--- src/rtl/ecc_inj_pkg.sv ---
package ecc_inj_pkg;
  localparam int REG_W = 16;
  localparam int POS_W = 8;

  // control word bit positions (LSB = 0)
  localparam int CONT_SGL_BIT = 13;
  localparam int ONE_SGL_BIT  = 12;
  localparam int CONT_DBL_BIT = 9;
  localparam int ONE_DBL_BIT  = 8;

  // strobes from control to datapath
  typedef struct packed {
    logic             flipSel;
    logic             flipPar;
    logic [POS_W-1:0] pos;
  } injCmd_t;
endpackage

--- src/rtl/ecc_inj_ctrl.sv ---
module ecc_inj_ctrl
  import ecc_inj_pkg::*;
(
  input  logic             clk,
  input  logic             rstN,
  input  logic             regWrEn,
  input  logic [REG_W-1:0] regWrData,
  output logic [REG_W-1:0] regRdData,
  input  logic             wrStrobe,
  output injCmd_t          cmd
);
  localparam int NSHOT = 2;  // lane 0 single-bit, lane 1 double-bit

  logic             contSgl, contDbl;
  logic [POS_W-1:0] flipPos;
  logic [NSHOT-1:0] shotBit, shotNxt, armed;

  assign shotNxt[0] = regWrEn ? regWrData[ONE_SGL_BIT] : shotBit[0];
  assign shotNxt[1] = regWrEn ? regWrData[ONE_DBL_BIT] : shotBit[1];

  always_ff @(posedge clk or negedge rstN) begin
    if (!rstN) begin
      contSgl <= 1'b0;
      contDbl <= 1'b0;
      flipPos <= '0;
    end else if (regWrEn) begin
      contSgl <= regWrData[CONT_SGL_BIT];
      contDbl <= regWrData[CONT_DBL_BIT];
      flipPos <= regWrData[POS_W-1:0];
    end
  end

  for (genvar g = 0; g < NSHOT; g++) begin : gShot
    always_ff @(posedge clk or negedge rstN) begin
      if (!rstN) begin
        shotBit[g] <= 1'b0;
        armed[g]   <= 1'b0;
      end else begin
        shotBit[g] <= shotNxt[g];
        // arm on a 0->1 edge, drop on use or when the bit is cleared
        armed[g]   <= (shotNxt[g] & ~shotBit[g]) |
                      (armed[g] & shotNxt[g] & ~wrStrobe);
      end
    end
  end

  always_comb begin
    regRdData               = '0;
    regRdData[CONT_SGL_BIT] = contSgl;
    regRdData[ONE_SGL_BIT]  = shotBit[0];
    regRdData[CONT_DBL_BIT] = contDbl;
    regRdData[ONE_DBL_BIT]  = shotBit[1];
    regRdData[POS_W-1:0]    = flipPos;
  end

  logic sglAct, dblAct;
  assign sglAct = contSgl | armed[0];
  assign dblAct = contDbl | armed[1];

  always_comb begin
    cmd.flipSel = wrStrobe & (sglAct | dblAct);
    cmd.flipPar = wrStrobe & dblAct;  // double-bit mode overrides single-bit
    cmd.pos     = flipPos;
  end
endmodule

--- src/rtl/ecc_inj_path.sv ---
module ecc_inj_path
  import ecc_inj_pkg::*;
#(
  parameter int CW_W = 40
) (
  input  injCmd_t         cmd,
  input  logic [CW_W-1:0] cwIn,
  output logic [CW_W-1:0] cwOut
);
  localparam int PAR_IDX = CW_W - 1;

  logic            inRange;
  logic [CW_W-1:0] flipMask;

  assign inRange = 32'(cmd.pos) < CW_W;

  for (genvar i = 0; i < CW_W; i++) begin : gMask
    assign flipMask[i] = inRange &
                         ((cmd.flipSel & (32'(cmd.pos) == i)) |
                          (cmd.flipPar & (i == PAR_IDX)));
  end

  assign cwOut = cwIn ^ flipMask;
endmodule

--- src/rtl/ecc_wr_injector.sv ---
module ecc_wr_injector
  import ecc_inj_pkg::*;
#(
  parameter int DATA_W = 32,
  parameter int CHK_W  = 7,
  localparam int CW_W  = DATA_W + CHK_W + 1
) (
  input  logic             clk,
  input  logic             rstN,
  input  logic             regWrEn,
  input  logic [REG_W-1:0] regWrData,
  output logic [REG_W-1:0] regRdData,
  input  logic             wrStrobe,
  input  logic [CW_W-1:0]  cwIn,
  output logic [CW_W-1:0]  cwOut
);
  injCmd_t injCmd;

  ecc_inj_ctrl u_ctrl (
    .clk       (clk),
    .rstN      (rstN),
    .regWrEn   (regWrEn),
    .regWrData (regWrData),
    .regRdData (regRdData),
    .wrStrobe  (wrStrobe),
    .cmd       (injCmd)
  );

  ecc_inj_path #(.CW_W(CW_W)) u_path (
    .cmd   (injCmd),
    .cwIn  (cwIn),
    .cwOut (cwOut)
  );
endmodule

--- config.mk ---
export PLATFORM = sky130hd
export DESIGN_NAME = ecc_wr_injector
export DESIGN_NICKNAME = d
export VERILOG_FILES = /design/src/rtl/ecc_inj_pkg.sv /design/src/rtl/ecc_inj_ctrl.sv /design/src/rtl/ecc_inj_path.sv /design/src/rtl/ecc_wr_injector.sv
export SDC_FILE = /design/constraint.sdc
export NUM_CORES = 1
export LEC_CHECK = 0
export BUFFER_PORTS_ARGS = -buffer_cell sky130_fd_sc_hd__buf_2
export CAP_MARGIN = 20
export CORE_ASPECT_RATIO = 1.75
export CORE_UTILIZATION = 40
export CTS_BUF_LIST = sky130_fd_sc_hd__clkbuf_2
export CTS_CLUSTER_SIZE = 12
export DETAILED_ROUTE_END_ITERATION = 12
export PLACE_DENSITY = 0.88
export SLEW_MARGIN = 20
export SYNTH_ARGS = -nofsm -noshare
export SYNTH_HDL_FRONTEND = slang
export SYNTH_HIERARCHICAL = 1
export SYNTH_SLANG_ARGS = --single-unit
export TNS_END_PERCENT = 20
--- constraint.sdc ---
create_clock -name clk -period 2.7 [get_ports clk]
set_clock_uncertainty 0.05 [all_clocks]
set_input_delay 0.54 -clock clk [delete_from_list [all_inputs] [get_ports clk]]
set_output_delay 0.54 -clock clk [all_outputs]
set_load 0.05 [all_outputs]
* After elaboration in Yosys (flattened, before gate mapping)
Cells that the tools add are included. Widths: inputs -> output; s select.
Operators by class: div/mod/pow operators 0, $add $sub $neg 0, bitwise logic cells 98, $lt $le $gt $ge 1, multiplexer cells 2, equality and inequality tests 39, reduce and logical (&&, ||, !) cells 1, shift operators 0, multiply operators 0
Operators by type and width (count):
- $eq 8x5->1 const B | 16
- $and 1x1->1 | 88
- $eq 8x4->1 const B | 8
- $eq 8x6->1 const B | 8
- $xor 40x40->40 | 1
- $eq 8x3->1 const B | 4
- $eq 8x2->1 const B | 2
- $eq 8x1->1 const B | 1
- $logic_not 8->1 | 1
- $lt 8x6->1 const B | 1
- $or 1x1->1 | 6
- $not 1->1 | 3
- $mux 1 | 2
Word-level totals: output and inout bits 56, memory bits (writable) 0, flip-flop bits (word level) 14, word-level logic and storage cells 148, latch bits 0, bits in read-only memories 0, memories kept 0, input port bits 60

* Logic depth before layout (Yosys ltp)
depth after elaboration 7, depth in mapped cells 6, gate-level depth less buffers 4

* Modules after synthesis
Netlist, hierarchy kept.
Modules (own cells, without submodules):
- ecc_inj_path | sequential area each 0.0 um2, area an instance 862.1 um2, cells an instance 120, times used 1
- ecc_inj_ctrl | sequential area each 350.3 um2, area an instance 674.4 um2, cells an instance 48, times used 1

* Worst setup path before layout
Ideal clock, no wire load.
path kind in2out, start input port wrStrobe, end output port cwOut[39], arrival time 2582 ps, required time 2110 ps, setup slack -472 ps, path buffers 0, cell stages on the path 4, path through o41a_1 -> nor3b_1 -> nand3_1 -> a211oi_1
Between the ends: cells in the longest elaborated chain, start to end 5, elaborated cells on any way between the ends 6, those cells by class 6 x bitwise
RTL lines:
- start, declared | line ecc_wr_injector.sv:13 | input logic wrStrobe,
- $and 1x1->1 | line ecc_inj_ctrl.sv:61 | cmd.flipSel = wrStrobe & (sglAct | dblAct);
- $and 1x1->1 | line ecc_inj_path.sv:19 | ((cmd.flipSel & (32'(cmd.pos) == i)) |
- $or 1x1->1 (*) | line ecc_inj_path.sv:19
- $and 1x1->1 (*) | line ecc_inj_path.sv:18 | assign flipMask[i] = inRange &
- $xor 40x40->40 (*) | line ecc_inj_path.sv:23 | assign cwOut = cwIn ^ flipMask;
- end, declared | line ecc_wr_injector.sv:15 | output logic [CW_W-1:0] cwOut
Every way passes the cells marked *; elsewhere a longest branch is shown, timed or not.

==> flow_summary_export.csv <==
group,metric,value,unit
synthesis,synthTopCellsByCount,"23 x xnor2_1, 20 x nand3_1, 16 x xor2_1",
sta,rsz0062_at_grt,"yes",
setup_path,end_kind,"output pin",
global_route,grtUsageTotal,21.39,%
drt,via_per_inst,5.091,
setup_path,crit_required,2.11,ns
synthesis,netlist.area_leader.share,22.80,%
clocking,path_clk_slew,0.13,ns
drt,route.vias.total,1624,
clocking,postCtsHoldBufs,0,
sta,worst_slack,-0.04605,ns
synthesis,synth.avg_cell_area,9.146,sq um
sta,setup_viol_count_final,7,
setup_path,crit_fanout,16,
layout,n_antenna_cell,0,
placement,place_congestion,0.8128,
floorplan,rows,29,
clocking,cts_buffers,3,
drt,first_pass_iters,4,
layout,syn2layout_area_growth,63.27,%
global_route,antenna_found_initial,0,
placement,dp_cells,315,
global_route,grt_overflow_total,0,
clocking,cts-root-buf,"clkbuf_2",
synthesis,synthCells,168,
layout,fin_nets,334,
global_route,grt_max_degree,20,
floorplan,core_area,3665,sq um
hold_path,hp-class,"primary input to asynchronous set/reset pin",
power,pwr_density_cell,354.3,nW/um^2
power,ir_drop,0.3218,mV
status,violations,"negative setup slack",
sta,tns,-0.1043,ns
sta,finalHoldViolCount,0,
sta,fin_crit_sh,101.7,%
sta,fmax,364.2,MHz
synthesis,synth_top_cell_by_area,"dfrtp_1",
power,leakagePower,1.091,nW
synthesis,yosysMostFrequentCell,"xnor2_1",
layout,layout.filler_cells,290,
layout,drive_above_1_share,65.20,%
synthesis,ys_ff_latch,14,
synthesis,ys_types,34,
clocking,clk_latency,0.27,ns
drt,finalWirelength,4589,um
synthesis,synth_edf_count,0,
layout,multi_input_area,1275,sq um
sta,tightest_slew,0.4798,ns
global_route,grt_pass1_vias,1611,
drt,ant_nets,0,
clocking,cts_buffer_depth,2,
layout,seqCellArea,355.3,sq um
status,status,"finished with violations",
layout,layout.cells.non_filler,319,
floorplan,fp.dieH,83.99,um
sta,slew_headroom,67.56,%
clocking,cts_htree_levels,1,
synthesis,synth_area_leaders,"dfrtp_1 23%, xnor2_1 13%, xor2_1 9.1%",
job,cap_violations,0,
placement,io_buffers,107,
layout,finish.instance_area,2509,sq um
synthesis,yosysWarningCount,6,
drt,drc,0,
floorplan,die-area,4103,sq um
synthesis,seq_area_frac_synth,22.80,%
layout,fin_util,68.45,%
setup_path,critPathKind,"flop to output pin",
setup_path,startpoint_type,"flop",
setup_path,reg2regPathDepth,1,
sta,finalMaxSlewViolations,0,
setup_path,cp.arrival,2.16,ns
floorplan,ios,116,
synthesis,syn-cell-area,1536,sq um
floorplan,fp.dieW,48.85,um
drt,wire_per_inst,14.39,um
synthesis,async_reset_ff_share,100.0,%
global_route,grt_pass1_wl,7107,um
clocking,cts_tree,"built",
placement,place_area,2240,sq um
synthesis,synth_ff_type,"dfrtp_1",
clocking,numClockSinks,14,
floorplan,start_util,41.93,%
placement,hpwl,3479,um
sta,layout_min_cycle_time,2.746,ns
drt,drt_iter0_drc,18,
report_power, final:
| part | switching, mW | total, mW | internal, mW |
|---|---|---|---|
| clock network | 0.0630 | 0.0952 | 0.0322 |
| logic | 0.331 | 0.512 | 0.181 |
| registers | 0.0499 | 0.282 | 0.232 |
| total | 0.444 | 0.889 | 0.445 |
sequential cells by signal, indices dropped and copies added (netlist names):
signal,count
u_ctrl/contSgl,1
u_ctrl/regRdData,2
u_ctrl/contDbl,1
u_ctrl/flipPos,8
u_ctrl/armed,2
final cells by class:
cell class | count | share of cell area, %
Clock inverter | 1 | 0.1496
Clock buffer | 3 | 0.5985
Timing Repair Buffer | 124 | 31.97
Multi-Input combinational cell | 131 | 50.82
Sequential cell | 14 | 14.16
Tap cell | 46 | 2.294
logic make-up after synthesis:
logic type | after synthesis | share of synthesized area [%]
buf+inv | 26 | 10.91
compound gates | 7 | 4.887
other cells | 1 | 0.2441
flops | 14 | 22.80
mux | 12 | 8.795
xor+xnor | 39 | 22.23
simple gates | 69 | 30.13
worst paths after layout:
path                                      start           endpoint  slack [ns]
setup / recovery                u_ctrl/armed[1]          cwOut[25]       -0.05
min in group clk                   regWrData[0]  u_ctrl/flipPos[0]        0.43
max in group asynchronous                  rstN  u_ctrl/flipPos[3]        2.28
hold / removal                             rstN    u_ctrl/armed[1]        0.08
hold reg to reg            u_ctrl/regRdData[12]    u_ctrl/armed[0]        0.47
setup reg to reg              u_ctrl/flipPos[1]  u_ctrl/flipPos[1]        1.68
metal layers:
layer  global-route usage, %  vias to the layer above  wire length (um)
met5                       0                        -                 0
met2                   42.42                       75              2717
met4                   7.487                        0                64
li1                        -                      785                 -
met3                   2.186                        6               245
met1                   22.08                      758              1562
cell usage in the layout (no fill, tap or decap), types with 2 or more instances in the layout:
| cell | count |
|---|---|
| nor4_2 | 5 |
| nor2b_1 | 4 |
| nand3_1 | 18 |
| conb_1 | 4 |
| xor2_4 | 5 |
| nand3_2 | 2 |
| nor3b_2 | 5 |
| nand3b_1 | 2 |
| a21boi_4 | 2 |
| buf_6 | 7 |
| nor4b_2 | 2 |
| dfrtp_2 | 4 |
| mux2_2 | 12 |
| and4_1 | 2 |
| buf_4 | 49 |
| nor4bb_1 | 2 |
| nand2b_1 | 5 |
| clkbuf_2 | 3 |
| dfrtp_1 | 10 |
| xor2_1 | 10 |
| xnor2_1 | 22 |
| nor2_1 | 2 |
| buf_2 | 67 |
| nor3_2 | 6 |
| nand4_1 | 4 |
| nand2_1 | 2 |
critical path, cell delays in order (launching register included):
cell and delay, ns:
dfrtp_1 0.40, o41a_1 0.17, or4b_4 0.48, buf_12 0.18, nor4_4 0.23, xor2_1 0.20
buf_4 0.22
per-stage QoR:
stage | hold slack [ns] | power (mW) | setup WS [ns]
finish | 0.07630 | 0.8887 | -0.04605
global route | 0.07778 | 0.9301 | -0.1567
CTS | 0.06724 | 0.8705 | -0.03657
detailed placement | 0.3960 | 0.7459 | -0.08441
global placement | 0.3921 | 0.7352 | -0.06852
floorplan | 0.1944 | 0.6258 | -0.2561
timing repair:
item / CTS / global route
setup buffers: 0 / 0
resized for setup: 49 / 28
pin swaps: 1 / 7
endpoints found under the setup margin: 35 / 40
(Power assumes the default switching activity.)
